===== src/rtl/tscap_pkg.sv =====
package tscap_pkg;

    // Source selected for the registered read port
    typedef enum logic [1:0] {
        RSEL_STAMP,
        RSEL_DONE,
        RSEL_MASK,
        RSEL_ZERO
    } rsel_e;

endpackage


===== src/rtl/tscap_timebase.sv =====
module tscap_timebase #(
    parameter int STAMP_W  = 24,
    parameter int TICK_DIV = 20
) (
    input  logic               clk,
    input  logic               rst_n,
    output logic [STAMP_W-1:0] count_o
);
    localparam int PW = (TICK_DIV > 1) ? $clog2(TICK_DIV) : 1;

    typedef struct packed {
        logic [PW-1:0]      pre;
        logic [STAMP_W-1:0] cnt;
    } tb_t;

    tb_t  d, q;
    logic tick;

    assign tick = (q.pre == PW'(TICK_DIV - 1));

    always_comb begin
        d = q;
        if (tick) begin
            d.pre = '0;
            d.cnt = q.cnt + 1'b1;
        end else begin
            d.pre = q.pre + 1'b1;
        end
    end

    always_ff @(posedge clk or negedge rst_n) begin
        if (!rst_n) q <= '0;
        else        q <= d;
    end

    assign count_o = q.cnt;

    // one step per tick, wrapping naturally
    a_r1_count_step: assert property (@(posedge clk) disable iff (!rst_n)
        tick |=> count_o == STAMP_W'($past(count_o) + 1'b1));
    // no movement between ticks
    a_r1_count_hold: assert property (@(posedge clk) disable iff (!rst_n)
        !tick |=> $stable(count_o));

endmodule


===== src/rtl/tscap_sync.sv =====
module tscap_sync #(
    parameter int WIDTH = 40
) (
    input  logic             clk,
    input  logic             rst_n,
    input  logic [WIDTH-1:0] async_i,
    output logic [WIDTH-1:0] rise_o
);
    typedef struct packed {
        logic [WIDTH-1:0] s1;
        logic [WIDTH-1:0] s2;
        logic [WIDTH-1:0] s3;
    } sy_t;

    sy_t d, q;

    always_comb begin
        d    = q;
        d.s1 = async_i;
        d.s2 = q.s1;
        d.s3 = q.s2;
    end

    always_ff @(posedge clk or negedge rst_n) begin
        if (!rst_n) q <= '0;
        else        q <= d;
    end

    assign rise_o = q.s2 & ~q.s3;

    // an edge indication never lasts two cycles on one channel
    a_r2_rise_single: assert property (@(posedge clk) disable iff (!rst_n)
        (|rise_o) |=> ((rise_o & $past(rise_o)) == '0));

endmodule


===== src/rtl/tscap_group.sv =====
module tscap_group #(
    parameter int LANES   = 4,
    parameter int STAMP_W = 24
) (
    input  logic                            clk,
    input  logic                            rst_n,
    input  logic [LANES-1:0]                rise_i,
    input  logic                            clear_i,
    input  logic [STAMP_W-1:0]              count_i,
    output logic [LANES-1:0][STAMP_W-1:0]   stamp_o,
    output logic                            done_o
);
    typedef struct packed {
        logic [LANES-1:0]              cap;
        logic [LANES-1:0][STAMP_W-1:0] stamp;
    } grp_t;

    grp_t d, q;

    always_comb begin
        d = q;
        for (int i = 0; i < LANES; i++) begin
            if (clear_i) begin
                d.cap[i] = 1'b0;
            end else if (rise_i[i] && !q.cap[i]) begin
                d.cap[i]   = 1'b1;
                d.stamp[i] = count_i;
            end
        end
    end

    always_ff @(posedge clk or negedge rst_n) begin
        if (!rst_n) q <= '0;
        else        q <= d;
    end

    assign stamp_o = q.stamp;
    assign done_o  = &q.cap;

    for (genvar i = 0; i < LANES; i++) begin : g_lane_chk
        // armed lane latches the time base seen at the edge
        a_r2_capture: assert property (@(posedge clk) disable iff (!rst_n)
            (rise_i[i] && !q.cap[i] && !clear_i) |=> stamp_o[i] == $past(count_i));
        // a captured lane keeps its stamp
        a_r3_hold: assert property (@(posedge clk) disable iff (!rst_n)
            (q.cap[i] && !clear_i) |=> $stable(stamp_o[i]));
    end

    // completion persists until re-armed
    a_r4_done_sticky: assert property (@(posedge clk) disable iff (!rst_n)
        (done_o && !clear_i) |=> done_o);
    // re-arm empties the group even against a same-cycle edge
    a_r7_clear_wins: assert property (@(posedge clk) disable iff (!rst_n)
        clear_i |=> (q.cap == '0 && !done_o));

endmodule


===== src/rtl/tscap_top.sv =====
module tscap_top
    import tscap_pkg::*;
#(
    parameter int GROUPS   = 10,
    parameter int GRP_CH   = 4,
    parameter int STAMP_W  = 24,
    parameter int TICK_DIV = 20,
    parameter int BUS_W    = 32,
    parameter int ADDR_W   = 6
) (
    input  logic                       clk,
    input  logic                       rst_n,
    input  logic [GROUPS*GRP_CH-1:0]   pulse_i,
    input  logic [ADDR_W-1:0]          rd_addr_i,
    output logic [BUS_W-1:0]           rd_data_o,
    input  logic                       wr_en_i,
    input  logic [ADDR_W-1:0]          wr_addr_i,
    input  logic [BUS_W-1:0]           wr_data_i,
    output logic                       irq_o
);
    localparam int NCH    = GROUPS * GRP_CH;
    localparam int IDX_W  = $clog2(NCH);
    localparam int A_DONE = NCH;
    localparam int A_MASK = NCH + 1;
    localparam int A_CLR  = NCH + 2;

    typedef struct packed {
        logic [GROUPS-1:0] mask;
        logic [BUS_W-1:0]  rd;
    } regs_t;

    regs_t                          d, q;
    rsel_e                          sel;
    logic [STAMP_W-1:0]             count;
    logic [NCH-1:0]                 rise;
    logic [GROUPS-1:0]              done;
    logic [GROUPS-1:0]              clr;
    logic [NCH-1:0][STAMP_W-1:0]    stamp_all;
    logic [IDX_W-1:0]               idx;

    tscap_timebase #(
        .STAMP_W  (STAMP_W),
        .TICK_DIV (TICK_DIV)
    ) u_timebase (
        .clk     (clk),
        .rst_n   (rst_n),
        .count_o (count)
    );

    tscap_sync #(
        .WIDTH (NCH)
    ) u_sync (
        .clk     (clk),
        .rst_n   (rst_n),
        .async_i (pulse_i),
        .rise_o  (rise)
    );

    assign clr = (wr_en_i && wr_addr_i == ADDR_W'(A_CLR)) ? wr_data_i[GROUPS-1:0] : '0;

    for (genvar g = 0; g < GROUPS; g++) begin : g_grp
        tscap_group #(
            .LANES   (GRP_CH),
            .STAMP_W (STAMP_W)
        ) u_group (
            .clk     (clk),
            .rst_n   (rst_n),
            .rise_i  (rise[g*GRP_CH +: GRP_CH]),
            .clear_i (clr[g]),
            .count_i (count),
            .stamp_o (stamp_all[g*GRP_CH +: GRP_CH]),
            .done_o  (done[g])
        );
    end

    assign idx = IDX_W'(rd_addr_i);

    always_comb begin
        if (rd_addr_i < ADDR_W'(NCH))          sel = RSEL_STAMP;
        else if (rd_addr_i == ADDR_W'(A_DONE)) sel = RSEL_DONE;
        else if (rd_addr_i == ADDR_W'(A_MASK)) sel = RSEL_MASK;
        else                                   sel = RSEL_ZERO;
    end

    always_comb begin
        d = q;
        if (wr_en_i && wr_addr_i == ADDR_W'(A_MASK))
            d.mask = wr_data_i[GROUPS-1:0];
        case (sel)
            RSEL_STAMP: d.rd = BUS_W'(stamp_all[idx]);
            RSEL_DONE:  d.rd = BUS_W'(done);
            RSEL_MASK:  d.rd = BUS_W'(q.mask);
            default:    d.rd = '0;
        endcase
    end

    always_ff @(posedge clk or negedge rst_n) begin
        if (!rst_n) q <= '0;
        else        q <= d;
    end

    assign rd_data_o = q.rd;
    assign irq_o     = |(done & q.mask);

    // addresses from the re-arm register upward read as zero
    a_r8_unmapped_zero: assert property (@(posedge clk) disable iff (!rst_n)
        (rd_addr_i >= ADDR_W'(A_CLR)) |=> rd_data_o == '0);
    // a mask write takes effect on the next cycle
    a_r5_mask_write: assert property (@(posedge clk) disable iff (!rst_n)
        (wr_en_i && wr_addr_i == ADDR_W'(A_MASK)) |=> q.mask == $past(wr_data_i[GROUPS-1:0]));
    // with an all-zero mask no interrupt is raised
    a_r5_mask_gates: assert property (@(posedge clk) disable iff (!rst_n)
        (q.mask == '0) |-> !irq_o);

endmodule


===== config.mk =====
export PLATFORM = sky130hd
export DESIGN_NAME = tscap_top
export DESIGN_NICKNAME = d
export VERILOG_FILES = /design/src/rtl/tscap_pkg.sv /design/src/rtl/tscap_timebase.sv /design/src/rtl/tscap_sync.sv /design/src/rtl/tscap_group.sv /design/src/rtl/tscap_top.sv
export SDC_FILE = /design/constraint.sdc
export NUM_CORES = 2
export LEC_CHECK = 0
export BUFFER_PORTS_ARGS = -buffer_cell sky130_fd_sc_hd__buf_2
export CAP_MARGIN = 20
export CORE_MARGIN = 2
export CORE_UTILIZATION = 55
export CTS_CLUSTER_DIAMETER = 200
export CTS_CLUSTER_SIZE = 20
export DETAILED_ROUTE_END_ITERATION = 10
export GPL_TIMING_DRIVEN = 0
export PLACE_DENSITY = 0.71
export RECOVER_POWER = 100
export REMOVE_ABC_BUFFERS = 1
export SKIP_CTS_REPAIR_TIMING = 1
export SLEW_MARGIN = 30
export SYNTH_ARGS = -nofsm -noshare
export SYNTH_HDL_FRONTEND = slang
export SYNTH_SLANG_ARGS = --single-unit

===== constraint.sdc =====
create_clock -name clk -period 2.25 [get_ports clk]
set_input_delay 0.225 -clock clk [delete_from_list [all_inputs] [get_ports clk]]
set_output_delay 0.225 -clock clk [all_outputs]
set_load 0.01 [all_outputs]

======== Word-level counts from Yosys, hierarchy flattened ========
Index checks and enable logic that the tools add are counted.
cells by class
  add/sub/neg operators ................... 2
  $lt $le $gt $ge ......................... 2
  eq/ne operators ......................... 7
  muxes and demuxes ....................... 88
  bitwise logic cells ..................... 13
  reduce and logical (&&, ||, !) cells .... 174
operators with widths
  cell                   number
  $bmux 24 s6            1
  $mux 1                 81
  $reduce_and 2->1       40
  $reduce_bool 2->1      40
  $pmux 24 s3            1
  $logic_and 1x1->1      42
  $and 40x40->40         1
  $logic_not 1->1        40
  $not 40->40            1
  $reduce_and 4->1       10
  $add 24x1->24 const B  1
  $eq 6x6->1 const B     4
  $mux 24                1
  $and 10x10->10         1
  $mux 10                1
  $not 1->1              10
  $reduce_or 10->1       1
  $lt 6x7->1 const B     1
  $lt 6x6->1 const B     1
  $add 5x1->5 const B    1
  $eq 5x5->1 const B     1
  $mux 5                 1
  $mux 2                 2
  $eq 2x1->1 const B     1
  2 further kinds        2
word-level totals
  flip-flop bits (word level) ............. 1191
  input port bits ......................... 87
  output and inout bits ................... 33
  word-level logic and storage cells ...... 373

======== Depth between registers and ports, before layout ========
  word-level depth ........................ 6
  depth in mapped cells ................... 10
  mapped depth without buffers ............ 6

======== By module ========
Synthesis repeated with hierarchy kept, for this count alone.
second synthesis, totals
  cell total of the unflattened synthesis .. 4153
  area total of the unflattened synthesis .. 59520.8 µm²
by module, submodules not included
  module          times used  cells each  area each (µm²)
  tscap_group     10          314         4519.3
  tscap_top       1           713         9273.9
  tscap_sync      1           160         3553.4
  tscap_timebase  1           140         1500.2

======== Least setup slack after synthesis ========
No wires, ideal clock.
  kind .................................... input -> register
  start ................................... input port rd_addr_i[1]
  end ..................................... register q, in the netlist rd_data_o[8]
  library setup time ...................... 143 ps
  data arrival time ....................... 1917 ps
  data required time ...................... 2107 ps
  path slack .............................. 190 ps
  stages .................................. 9
  path buffers ............................ 4
  cells stage by stage .................... buf_2 -> buf_2 -> buf_2 -> buf_2 -> mux4_2 -> a221oi_1 -> o21ai_1 -> o21ai_0 -> o221ai_1
RTL lines
  element               line             text
  from (decl)           tscap_top.sv:14  input logic [ADDR_W-1:0] rd_addr_i,
  to (signal assigned)  tscap_top.sv:98  if (!rst_n) q <= '0;
  to (signal assigned)  tscap_top.sv:99  else q <= d;
  to (decl)             tscap_top.sv:32  regs_t d, q;

==> results.md <==
* Hold WC Path Type: input port to asynchronous set/reset pin
* Peak VDD IR at 0.662 mV
* Switching fraction of total power at 23.3%
* Max-slew violations at 193
* CTS tree: built
* Worst setup margin at around 0.0024 ns
* Pin count of the biggest net entering global routing at approximately 130
* Max Cap Viol at 2
* Critical path class: input port to flop
* Reg2reg setup slack at 0.02 ns
* Share of layout cells above drive strength 1 at roughly 45%
* CTS buffer count at 69
* Synth warn at 0
* Die H at between 300 and 400 um
* Final hold slack at -0.514 ns
* H-Tree Depth at 3
* Flops & latches, synth at 1183
* Leakage at 29.8 nW
* Synthesized-area fraction occupied by and/or/nand/nor cells at 2.78%
* Routed WL per cell at 27.9 um
* Violated checks: negative hold slack, max-capacitance violations, max-slew violations
* Fillcell total at 7200
* Status: finished, violations left
* Buffer depth of the longest clock path at 3
* Startpoint types: input port
* Endpoints failing setup at 0
* Synth Area in Adders at 0.0455%
* Primary FF master, synth: dfrtp_1
* Routed WL at approximately 130 mm
* Gr ovfl total at 0
* Worst EP arrival at 2.80 ns
* Count of different cell masters after synthesis at 58
* Period Utilization, post-route at 99.9%
* Area Overhead vs Synth at 7.08%
* Dpl ws at -1.13 ns
* Port bufs at 89
* Later-pin clock latency in the skew report at roughly 0.67 ns
* Setup Skew at ~0.021 ns
* DR vias/cell at 6.21
* Post-DP HPWL at around 76 mm
* Internal power at 27.8 mW
* Drc violations at 0
* Inst Count DP at 4432
* IO Pins at 120
* Max FO, Critical Path at 23
* PwrDens at 616 nW/um^2
* Synth top area share at 53.8%
* Commonest non-fill, non-tap cell in the layout: dfrtp_1
* Yosys top cell by area: dfrtp_1
* Routed via count at 28578
* Root Buffer: clkbuf_16
* Sw Pwr at 8.46 mW
* Least-Margin Pin Slew at 1.79 ns
* Kind of end point of the critical path: flop
* Net count, final at 3386
* Min cycle time layout at 2.25 ns
* DP Area at ~56000 sq um
* Row Count at ~120
* Total power at 36.3 mW
* Synth area leaders: dfrtp_1 (54%), mux2_4 (22%), mux4_2 (9.6%), mux2_2 (3.3%), buf_6 (1.9%)
* Required @ worst endpoint at 2.80 ns
* Clock network power share at 35.2%
* Seq/Total Area, Yosys at around 54%
* Async SR Flop Fraction at 100%
* First-pass GRT wire length at a little under 200 mm
* Initial Utilization at 55.7%
* Worst rel slew slack at -19.1%
* Die width at 320 um
* Post-synth EDFFs at 0
* Most frequent cells in the layout: dfrtp_1 (1159), mux2_4 (795), mux4_2 (234)
* Mapped Area at around 55000 sq um
* Compound-Gate Fraction of Synth Area at roughly 2.1%
* Post-Synth XOR/XNOR Area at 0.398%
* Hold Violations, Final at 151
* Combinational Power Share at 5.2%
* Initial antenna violation count at 1
* Post-Layout Cell Count at 4600
* TritonRoute pass-1 iters at 5
* Seq pwr share at 59.6%
* Clk slew on worst S/H paths at 0.09 ns
* Post-Synthesis Cells at around 3400
* Max Clk Rate at approximately 440 MHz
* Core area at between 90000 and 100000 sq um
* Die Area at 103000 sq um
* Placer Congestion at 0.826
* Clk sinks at 1183
* Antenna Nets Post-Route at 0
* Syn_area_per_cell at 16.3 sq um
* Post-synthesis mux area share at 36.3%
* Final Instance Area at 58900 sq um
* Largest family of logic cells by synthesized area: multiplexers
* Vias in the first global route at 31166
* Starting DRT DRC Count at around 2200
* Gr usage total at between 20% and 30%
[state kept, by name, indices dropped and copies added, names as in the netlist]
signal,count
u_timebase.q,5
u_sync.q,40
q,10
g_grp.u_group.stamp_o,960
u_sync.d,80
u_timebase.count_o,24
g_grp.u_group.q,40
rd_data_o,24
[metrics by stage]
step | utilization [%] | setup TNS (ns) | hold WS (ns)
global placement | 55.5 | - | 0.331
CTS | 58.7 | -11.88 | -0.510
floorplan | - | -170.91 | -0.0706
global route | 59.6 | -0.0223 | -0.481
finish | 59.6 | 0 | -0.514
detailed placement | 56.8 | -584.21 | 0.212
[final timing paths]
kind,depth (start not counted),startpoint,end
worst max-delay path,5,rd_addr_i[4],rd_data_o[19]$_DFF_PN0_
worst min-delay path,1,rst_n,g_grp[6].u_group.stamp_o[37]$_DFFE_PN0P_
worst max register to register,5,g_grp[5].u_group.stamp_o[79]$_DFFE_PN0P_,rd_data_o[7]$_DFF_PN0_
worst min register to register,0,u_sync.d[64]$_DFF_PN0_,u_sync.d[24]$_DFF_PN0_
max in group asynchronous,2,rst_n,u_sync.d[17]$_DFF_PN0_
min in group clk,3,rd_addr_i[5],rd_data_o[21]$_DFF_PN0_
[synthesized netlist by cell type, types with 3 or more instances]
| cell type | count |
|---|---|
| a221o_1 | 14 |
| buf_1 | 9 |
| a221oi_1 | 4 |
| xor2_1 | 5 |
| mux2_2 | 163 |
| and2_1 | 20 |
| inv_1 | 54 |
| o21ai_0 | 29 |
| o2111ai_1 | 3 |
| o22ai_1 | 19 |
| buf_2 | 80 |
| mux2i_1 | 83 |
| nand4_1 | 16 |
| dfrtp_1 | 1183 |
| a31oi_1 | 4 |
| xnor2_1 | 20 |
| a21oi_1 | 67 |
| nor3b_1 | 3 |
| buf_6 | 91 |
| a211oi_1 | 14 |
| or4b_1 | 40 |
| and2_0 | 6 |
| buf_4 | 38 |
| clkbuf_1 | 138 |
| and4_1 | 3 |
| nand2_1 | 88 |
| nand3_1 | 11 |
| mux2_4 | 800 |
| nor2b_1 | 6 |
| a22oi_1 | 3 |
| o21ai_1 | 4 |
| o221ai_1 | 8 |
| and3_1 | 3 |
| mux4_2 | 234 |
| nor2_1 | 70 |
| o31ai_1 | 3 |
[per-layer routing]
layer / GRT usage [%] / vias up / wire length [um]
li1: - / 11870 / -
met1: 36.7 / 15766 / 58300
met2: 38.4 / 764 / 60500
met3: 3.01 / 178 / 5890
met4: 7.48 / 0 / 3710
met5: 0 / - / 0
[cells by family after synthesis]
kind of cell / after synthesis
AO/OA/AOI/OAI: 181
buffers and inverters: 413
multiplexers: 1280
AND/OR/NAND/NOR: 278
adder cells (fa/ha/maj): 2
other: 1
flip-flops: 1183
XOR/XNOR: 25
[power groups by stage]
stage | Combinational (mW) | Clock, mW | Sequential, mW
4_1_cts | 1.76 | 13.0 | 21.6
6_report | 1.87 | 12.8 | 21.6
3_5_place_dp | 1.76 | 0 | 22.1
5_1_grt | 2.03 | 13.9 | 21.7
2_1_floorplan | 0.570 | 0 | 22.0
3_3_place_gp | 1.68 | 0 | 22.1
[critical path: stages]
cell     delay (ns)
buf_2          0.35
nor2_1         0.63
nand2_1        0.65
o22ai_1        0.60
a221o_1        0.31
[cell type report]
class,count,area (sq um),share of cell area (%)
sequential,1183,29700,50.4
multi-input combinational,1774,23100,39.2
timing repair buffer,215,2430,4.13
clock buffer,78,1760,2.99
tap,1287,1610,2.74
inverter,54,205,0.349
clock inverter,8,123,0.208
antenna,1,2.50,0.00425
(Power assumes the default switching activity.)
